File: src/rtl/frac_clk_pkg.sv
package frac_clk_pkg;
  localparam int FRAC_W  = 5;
  localparam int RATIO_W = 4;
  localparam logic [FRAC_W-1:0]  DIV_RST   = FRAC_W'(10);
  localparam logic [FRAC_W-1:0]  FRAC_RST  = FRAC_W'(1);
  localparam logic [RATIO_W-1:0] RATIO_RST = RATIO_W'(4);

  // divider code 0 is read as 1
  function automatic logic [FRAC_W-1:0] eff_div(input logic [FRAC_W-1:0] d);
    return (d == '0) ? FRAC_W'(1) : d;
  endfunction

  // fraction may not exceed the divider
  function automatic logic [FRAC_W-1:0] clamp_frac(input logic [FRAC_W-1:0] f,
                                                   input logic [FRAC_W-1:0] d);
    return (f > d) ? d : f;
  endfunction

  // one staircase increment, saturating at the target
  function automatic logic [FRAC_W-1:0] step_add(input logic [FRAC_W-1:0] cur,
                                                 input logic [FRAC_W-1:0] inc,
                                                 input logic [FRAC_W-1:0] tgt);
    logic [FRAC_W:0] s;
    s = {1'b0, cur} + {1'b0, inc};
    return (s >= {1'b0, tgt}) ? tgt : s[FRAC_W-1:0];
  endfunction

  function automatic logic ratio_ok(input logic [RATIO_W-1:0] r);
    case (r)
      RATIO_W'(2), RATIO_W'(4), RATIO_W'(6), RATIO_W'(7), RATIO_W'(8): return 1'b1;
      default: return 1'b0;
    endcase
  endfunction
endpackage

File: src/rtl/frac_pulse_gen.sv
module frac_pulse_gen
  import frac_clk_pkg::*;
#(
  parameter int W = FRAC_W
) (
  input  logic         clk,
  input  logic         rst_n,
  input  logic [W-1:0] cur_div,
  input  logic [W-1:0] next_div,
  input  logic [W-1:0] frac,
  output logic         ce
);
  logic [W-1:0] acc_q;
  logic [W:0]   sum;
  logic [W:0]   acc_nxt;
  logic         hit;

  assign sum     = {1'b0, acc_q} + {1'b0, frac};
  assign hit     = (sum >= {1'b0, cur_div});
  assign acc_nxt = hit ? (sum - {1'b0, cur_div}) : sum;

  always_ff @(posedge clk or negedge rst_n) begin
    if (!rst_n) begin
      acc_q <= '0;
      ce    <= 1'b0;
    end else begin
      ce    <= hit;
      acc_q <= (next_div != cur_div) ? '0 : acc_nxt[W-1:0];
    end
  end

  AST_ACC_BELOW_DIV: assert property (@(posedge clk) disable iff (!rst_n)
    acc_q < cur_div);
  AST_NO_CE_ZERO_FRAC: assert property (@(posedge clk) disable iff (!rst_n)
    (frac == '0 && acc_q < cur_div) |=> !ce);
endmodule

File: src/rtl/frac_ramp_ctrl.sv
module frac_ramp_ctrl
  import frac_clk_pkg::*;
#(
  parameter int W         = FRAC_W,
  parameter int CNT_W     = 8,
  parameter int US_CYCLES = 50
) (
  input  logic             clk,
  input  logic             rst_n,
  input  logic             sleeping,
  input  logic             step_en,
  input  logic [W-1:0]     step_size,
  input  logic [CNT_W-1:0] step_len,
  input  logic [W-1:0]     prog,
  output logic [W-1:0]     act_frac,
  output logic             ramp_busy,
  output logic             step_evt
);
  localparam int US_W = (US_CYCLES > 2) ? $clog2(US_CYCLES) : 1;
  localparam logic [US_W-1:0] US_LAST = US_W'(US_CYCLES - 1);

  logic [US_W-1:0]  us_q;
  logic [CNT_W-1:0] stp_q;
  logic [CNT_W-1:0] len1;
  logic             us_tick;
  logic             at_top;

  assign len1     = (step_len == '0) ? CNT_W'(1) : step_len;
  assign us_tick  = (us_q == US_LAST);
  assign at_top   = (act_frac >= prog);
  assign step_evt = ramp_busy & ~sleeping & ~at_top & (step_size != '0)
                    & us_tick & (stp_q <= CNT_W'(1));

  always_ff @(posedge clk or negedge rst_n) begin
    if (!rst_n) begin
      act_frac  <= FRAC_RST;
      ramp_busy <= 1'b0;
      us_q      <= '0;
      stp_q     <= CNT_W'(1);
    end else if (sleeping) begin
      act_frac  <= W'(1);
      ramp_busy <= step_en;
      us_q      <= '0;
      stp_q     <= len1;
    end else if (ramp_busy) begin
      if (at_top || step_size == '0) begin
        act_frac  <= prog;
        ramp_busy <= 1'b0;
        us_q      <= '0;
      end else begin
        us_q <= us_tick ? '0 : us_q + US_W'(1);
        if (us_tick)
          stp_q <= (stp_q <= CNT_W'(1)) ? len1 : stp_q - CNT_W'(1);
        if (step_evt) begin
          act_frac <= step_add(act_frac, step_size, prog);
          if (step_add(act_frac, step_size, prog) == prog) ramp_busy <= 1'b0;
        end
      end
    end else begin
      act_frac <= prog;
      us_q     <= '0;
    end
  end

  AST_SLEEP_FORCES_ONE: assert property (@(posedge clk) disable iff (!rst_n)
    sleeping |=> act_frac == W'(1));
  AST_RAMP_NO_OVERSHOOT: assert property (@(posedge clk) disable iff (!rst_n)
    (ramp_busy && !sleeping) |=> act_frac <= $past(prog));
  AST_STEP_RISES: assert property (@(posedge clk) disable iff (!rst_n)
    step_evt |=> act_frac > $past(act_frac));
  AST_NOSTEP_WAKE: assert property (@(posedge clk) disable iff (!rst_n)
    (!sleeping && !ramp_busy) |=> act_frac == $past(prog));
endmodule

File: src/rtl/frac_clk_ctrl.sv
module frac_clk_ctrl
  import frac_clk_pkg::*;
#(
  parameter int US_CYCLES = 50,
  parameter int CNT_W     = 8
) (
  input  logic               clk,
  input  logic               rst_n,
  input  logic [FRAC_W-1:0]  cfg_fdiv,
  input  logic [FRAC_W-1:0]  cfg_ffrac,
  input  logic [RATIO_W-1:0] cfg_ratio,
  input  logic               sleep_en,
  input  logic               cpu_sleep,
  input  logic               step_en,
  input  logic [FRAC_W-1:0]  step_size,
  input  logic [CNT_W-1:0]   step_len,
  output logic               cpu_ce,
  output logic [FRAC_W-1:0]  cur_fdiv,
  output logic [FRAC_W-1:0]  cur_ffrac,
  output logic [RATIO_W-1:0] cur_ratio
);
  logic [FRAC_W-1:0] div_in;
  logic [FRAC_W-1:0] prog;
  logic              sleeping;
  logic              ramp_busy;
  logic              step_evt;

  assign div_in   = eff_div(cfg_fdiv);
  assign prog     = clamp_frac(cfg_ffrac, div_in);
  assign sleeping = sleep_en & cpu_sleep;

  always_ff @(posedge clk or negedge rst_n) begin
    if (!rst_n) begin
      cur_fdiv  <= DIV_RST;
      cur_ratio <= RATIO_RST;
    end else begin
      cur_fdiv <= div_in;
      if (ratio_ok(cfg_ratio)) cur_ratio <= cfg_ratio;
    end
  end

  frac_ramp_ctrl #(.W(FRAC_W), .CNT_W(CNT_W), .US_CYCLES(US_CYCLES)) u_ramp (
    .clk       (clk),
    .rst_n     (rst_n),
    .sleeping  (sleeping),
    .step_en   (step_en),
    .step_size (step_size),
    .step_len  (step_len),
    .prog      (prog),
    .act_frac  (cur_ffrac),
    .ramp_busy (ramp_busy),
    .step_evt  (step_evt)
  );

  frac_pulse_gen #(.W(FRAC_W)) u_pulse (
    .clk      (clk),
    .rst_n    (rst_n),
    .cur_div  (cur_fdiv),
    .next_div (div_in),
    .frac     (cur_ffrac),
    .ce       (cpu_ce)
  );

  AST_FRAC_LE_DIV: assert property (@(posedge clk) disable iff (!rst_n)
    cur_ffrac <= cur_fdiv);
  AST_RATIO_VALID: assert property (@(posedge clk) disable iff (!rst_n)
    ratio_ok(cur_ratio));
  AST_RATIO_HOLD: assert property (@(posedge clk) disable iff (!rst_n)
    !ratio_ok(cfg_ratio) |=> $stable(cur_ratio));
  AST_DIV_NONZERO: assert property (@(posedge clk) disable iff (!rst_n)
    cur_fdiv != '0);
endmodule

File: config.mk
export PLATFORM = sky130hd
export DESIGN_NAME = frac_clk_ctrl
export DESIGN_NICKNAME = d
export VERILOG_FILES = /design/src/rtl/frac_clk_pkg.sv /design/src/rtl/frac_pulse_gen.sv /design/src/rtl/frac_ramp_ctrl.sv /design/src/rtl/frac_clk_ctrl.sv
export SDC_FILE = /design/constraint.sdc
export NUM_CORES = 1
export LEC_CHECK = 0
export BUFFER_PORTS_ARGS = -buffer_cell sky130_fd_sc_hd__buf_2
export CORE_MARGIN = 3
export CORE_UTILIZATION = 25
export CTS_CLUSTER_DIAMETER = 150
export DETAILED_ROUTE_END_ITERATION = 10
export HOLD_SLACK_MARGIN = 0.03
export MAX_ROUTING_LAYER = met4
export SLEW_MARGIN = 20
export SYNTH_ARGS = -nofsm -noshare
export SYNTH_HDL_FRONTEND = slang
export SYNTH_SLANG_ARGS = --single-unit
File: constraint.sdc
create_clock -name clk -period 3.2 [get_ports clk]
set_clock_uncertainty 0.1 [all_clocks]
set_input_delay 0.16 -clock clk [delete_from_list [all_inputs] [get_ports clk]]
set_output_delay 0.16 -clock clk [all_outputs]
set_load 0.01 [all_outputs]
==> flow_metrics.py <==
metrics = {
    "outcome": {
        "outcome": "completed",
    },
    "synthesis": {
        "synth_area_leaders": "dfrtp_1, ha_1, dfstp_2",
        "synth_cells": 311,
        "ys.warnings.count": 0,
        "syn-num-nets": 380,
        "yosysTopAreaCell": "dfrtp_1",
        "async_flop_share_pct": 100,
        "synth_ff_type": "dfrtp_1",
        "synth_area_sq_um": 2840,
        "postSynthAreaPerCell_sq_um": 9.12,
        "synth_seq_cells": 35,
        "synth_edf_count": 0,
        "synth.distinct_cells": 64,
        "ys_seq_area_share_pct": 31.1,
        "synth_top_area_share_pct": 26.5,
    },
    "sta": {
        "setup_viol": 0,
        "worst_hold_slack_ns": 0.0491,
        "maxSlewHeadroom_pct": 44.8,
        "hold_viol": 0,
        "slew_violations": 0,
        "setup_tns_ns": 0,
        "worstMarginPinSlew_ns": 0.828,
        "max_freq_ghz": 0.330,
        "period_share_pct": 94.7,
        "post-route-min-period_ns": 3.03,
    },
    "floorplanning": {
        "initial_core_util_pct": 25.8,
        "rows": 38,
        "die_area_sq_um": 12700,
        "die_height_um": 113,
        "die_w_um": 113,
        "coreArea_sq_um": 11000,
        "pin_count": 47,
    },
    "drt": {
        "drtPass1Iterations": 4,
        "drc_errors": 0,
        "wl_um": 6630,
        "routed_via_density": 4.63,
        "drtAntennaViolNets": 0,
        "vias": 2470,
        "routedWlPerCell_um": 12.4,
        "drt_iter0_markers": 91,
    },
    "global_routing": {
        "grt.total_usage_pct": 11.0,
        "grt_overflow": 0,
        "grt_pass1_vias": 2418,
        "antenna_found_initial": 0,
        "grt_max_degree": 36,
        "grt_pass1_wl_um": 11400,
    },
    "cts": {
        "clockRootBuffer": "clkbuf_16",
        "cts_sinks": 35,
        "cts_buffers": 5,
        "ctsLongestPathBuffers": 2,
        "clkSlewWorstSetupHoldPaths_ns": 0.06,
        "clk_latency_ns": 0.28,
        "h-tree-depth": 2,
        "cts_tree": "done",
    },
    "cells_and_area": {
        "nets": 462,
        "drive_gt1_share_pct": 29.2,
        "antenna_cells": 0,
        "syn_to_final_growth_pct": 29.6,
        "post-route-util_pct": 33.5,
    },
    "critical_path": {
        "required_ns": 3.27,
        "end_kind": "register",
        "critPathMaxFanout": 7,
        "setup.worst_path.class": "register to register",
        "arrival_ns": 3.10,
        "ff2ff_path_depth": 10,
        "r2r_end": "u_ramp.act_frac[3]",
        "timing.rr.start": "u_ramp.act_frac[0]",
        "worst_setup_path_start_kind": "register",
        "ff2ff_setup_slack_ns": 0.17,
    },
    "power_and_ir_drop": {
        "pwr_density_cell_nw_per_um2": 699,
        "power.leakage_uw": 0.00180,
        "irDropWorstVdd_mv": 0.228,
    },
    "placement": {
        "numPortBuffers": 46,
        "hpwl_um": 5250,
        "gp_congestion": 0.845,
    },
    "worst_hold_path": {
        "hold_depth": 2,
        "worstHoldStart": "cfg_ratio[3]",
        "hp-class": "input port to register",
        "hold_end": "cur_ratio[2]",
    },
    "flow_run": {
        "max-cap-violations": 0,
    },
}
==> critical path, cell delays in order (launching register included) <==
cell	delay, ns
dfstp_2	0.53
buf_4	0.12
ha_1	0.17
fa_1	0.48
ha_1	0.32
a21o_1	0.18
a211oi_2	0.21
o221a_2	0.25
nand2_4	0.09
or2_0	0.21
a32o_1	0.26
==> worst max path at each step <==
| stage | start | to | slack [ns] | depth (start not counted) |
|---|---|---|---|---|
| after global routing | u_ramp.act_frac[0] | u_pulse.acc_q[4] | -0.02 | 12 |
| after detailed placement | cfg_fdiv[4] | u_ramp.stp_q[0] | -0.16 | 17 |
| after global placement | cfg_fdiv[4] | u_ramp.stp_q[0] | -0.08 | 18 |
| after floorplan | cfg_fdiv[1] | u_ramp.act_frac[3] | -0.0004 | 18 |
| final | u_ramp.act_frac[0] | u_ramp.act_frac[3] | 0.17 | 10 |
| after CTS | u_ramp.act_frac[0] | u_pulse.acc_q[3] | 0.05 | 13 |
==> registers in the layout (all words and copies together), names as in the netlist <==
name	cells
cur_fdiv	5
cur_ratio	4
u_pulse.acc_q	5
u_pulse.ce	1
u_ramp.act_frac	5
u_ramp.ramp_busy	1
u_ramp.stp_q	8
u_ramp.us_q	6
==> placed cells by master, fill, tap and decap left out, types with 3 or more instances in the layout <==
cell and instances:
fa_1 3, a22o_1 3, nor2b_1 3, nand2b_1 3, a21oi_1 21, o21ai_0 12
a21o_1 8, buf_4 36, buf_2 46, dfrtp_1 30, nand2_1 16, xnor2_1 13
nor2_1 27, xor2_1 9, nor3b_1 3, inv_1 26, a211oi_1 5, nor3_1 10
a211oi_2 3, ha_1 34, nand3_1 8, clkbuf_16 5, dlygate4sd3_1 5, mux2i_1 5
dfstp_2 5
==> area by class of cell <==
cell class	instances	area, sq um
Sequential cell	35	882
Tap cell	140	175
Clock buffer	7	143
Fill cell	1142	7310
Clock inverter	1	5.00
Multi-Input combinational cell	236	1820
Timing Repair Buffer	87	551
Inverter	28	105
==> cells by family after synthesis <==
family	count (synthesis)	synth area share [%]
AO/OA/AOI/OAI	83	21.6
XOR/XNOR	22	6.79
adder cells (fa/ha/maj)	37	17.1
buffers and inverters	40	5.95
flip-flops	35	31.1
multiplexers	5	1.76
AND/OR/NAND/NOR	89	15.7
==> metrics by stage <==
| stage | worst slack [ns] | std cells | area [sq um] | total power (uW) |
|---|---|---|---|---|
| finish | 0.171 | 534 | 3680 | 2570 |
| global route | -0.0152 | 534 | 3680 | 2810 |
| CTS | 0.0475 | 530 | 3630 | 2560 |
| detailed placement | -0.160 | 517 | 3440 | 2040 |
| global placement | -0.0823 | 517 | 3440 | 2000 |
| floorplan | -0.000399 | 311 | 2860 | 1610 |
==> cell usage after synthesis, drive strengths merged (2+ instances only) <==
cell type  number
a21boi          2
a31oi           2
clkbuf          8
o22ai           2
a21oi          24
nor2           29
inv            28
ha             34
o21bai          2
dfrtp          30
nor3           10
nor2b           3
mux2i           5
buf             4
nand3           8
nor3b           3
nor4            2
xor2            9
a211oi          8
fa              3
a32o            2
a21o            8
o22a            2
or2             4
and3            2
o21ai          15
a2111oi         2
nand2b          3
nand2          18
a22o            3
xnor2          13
dfstp           5
o21a            3
==> what timing repair did <==
action | 4_1_cts | 5_1_grt
setup endpoints to repair | 0 | 24
buffers inserted | 0 | 4
endpoints found under the hold margin | 34 | 0
hold buffers | 5 | 0
resized for setup | 0 | 5
==> power by group <==
group,total [uW],internal [uW],switching (uW)
Clock,493,309,184
Combinational,1460,712,746
Sequential,621,547,73.8
Total,2570,1570,1000
==> metal layers <==
metal / GRT usage [%] / part of all wire, % / up-vias
met4: 2.16 / 0.83 / 0
met3: 2.10 / 3.8 / 7
met5: - / 0 / -
li1: - / - / 1266
met2: 17.6 / 47 / 43
met1: 14.8 / 49 / 1154
Note: power is estimated with default switching activity, not from simulation.
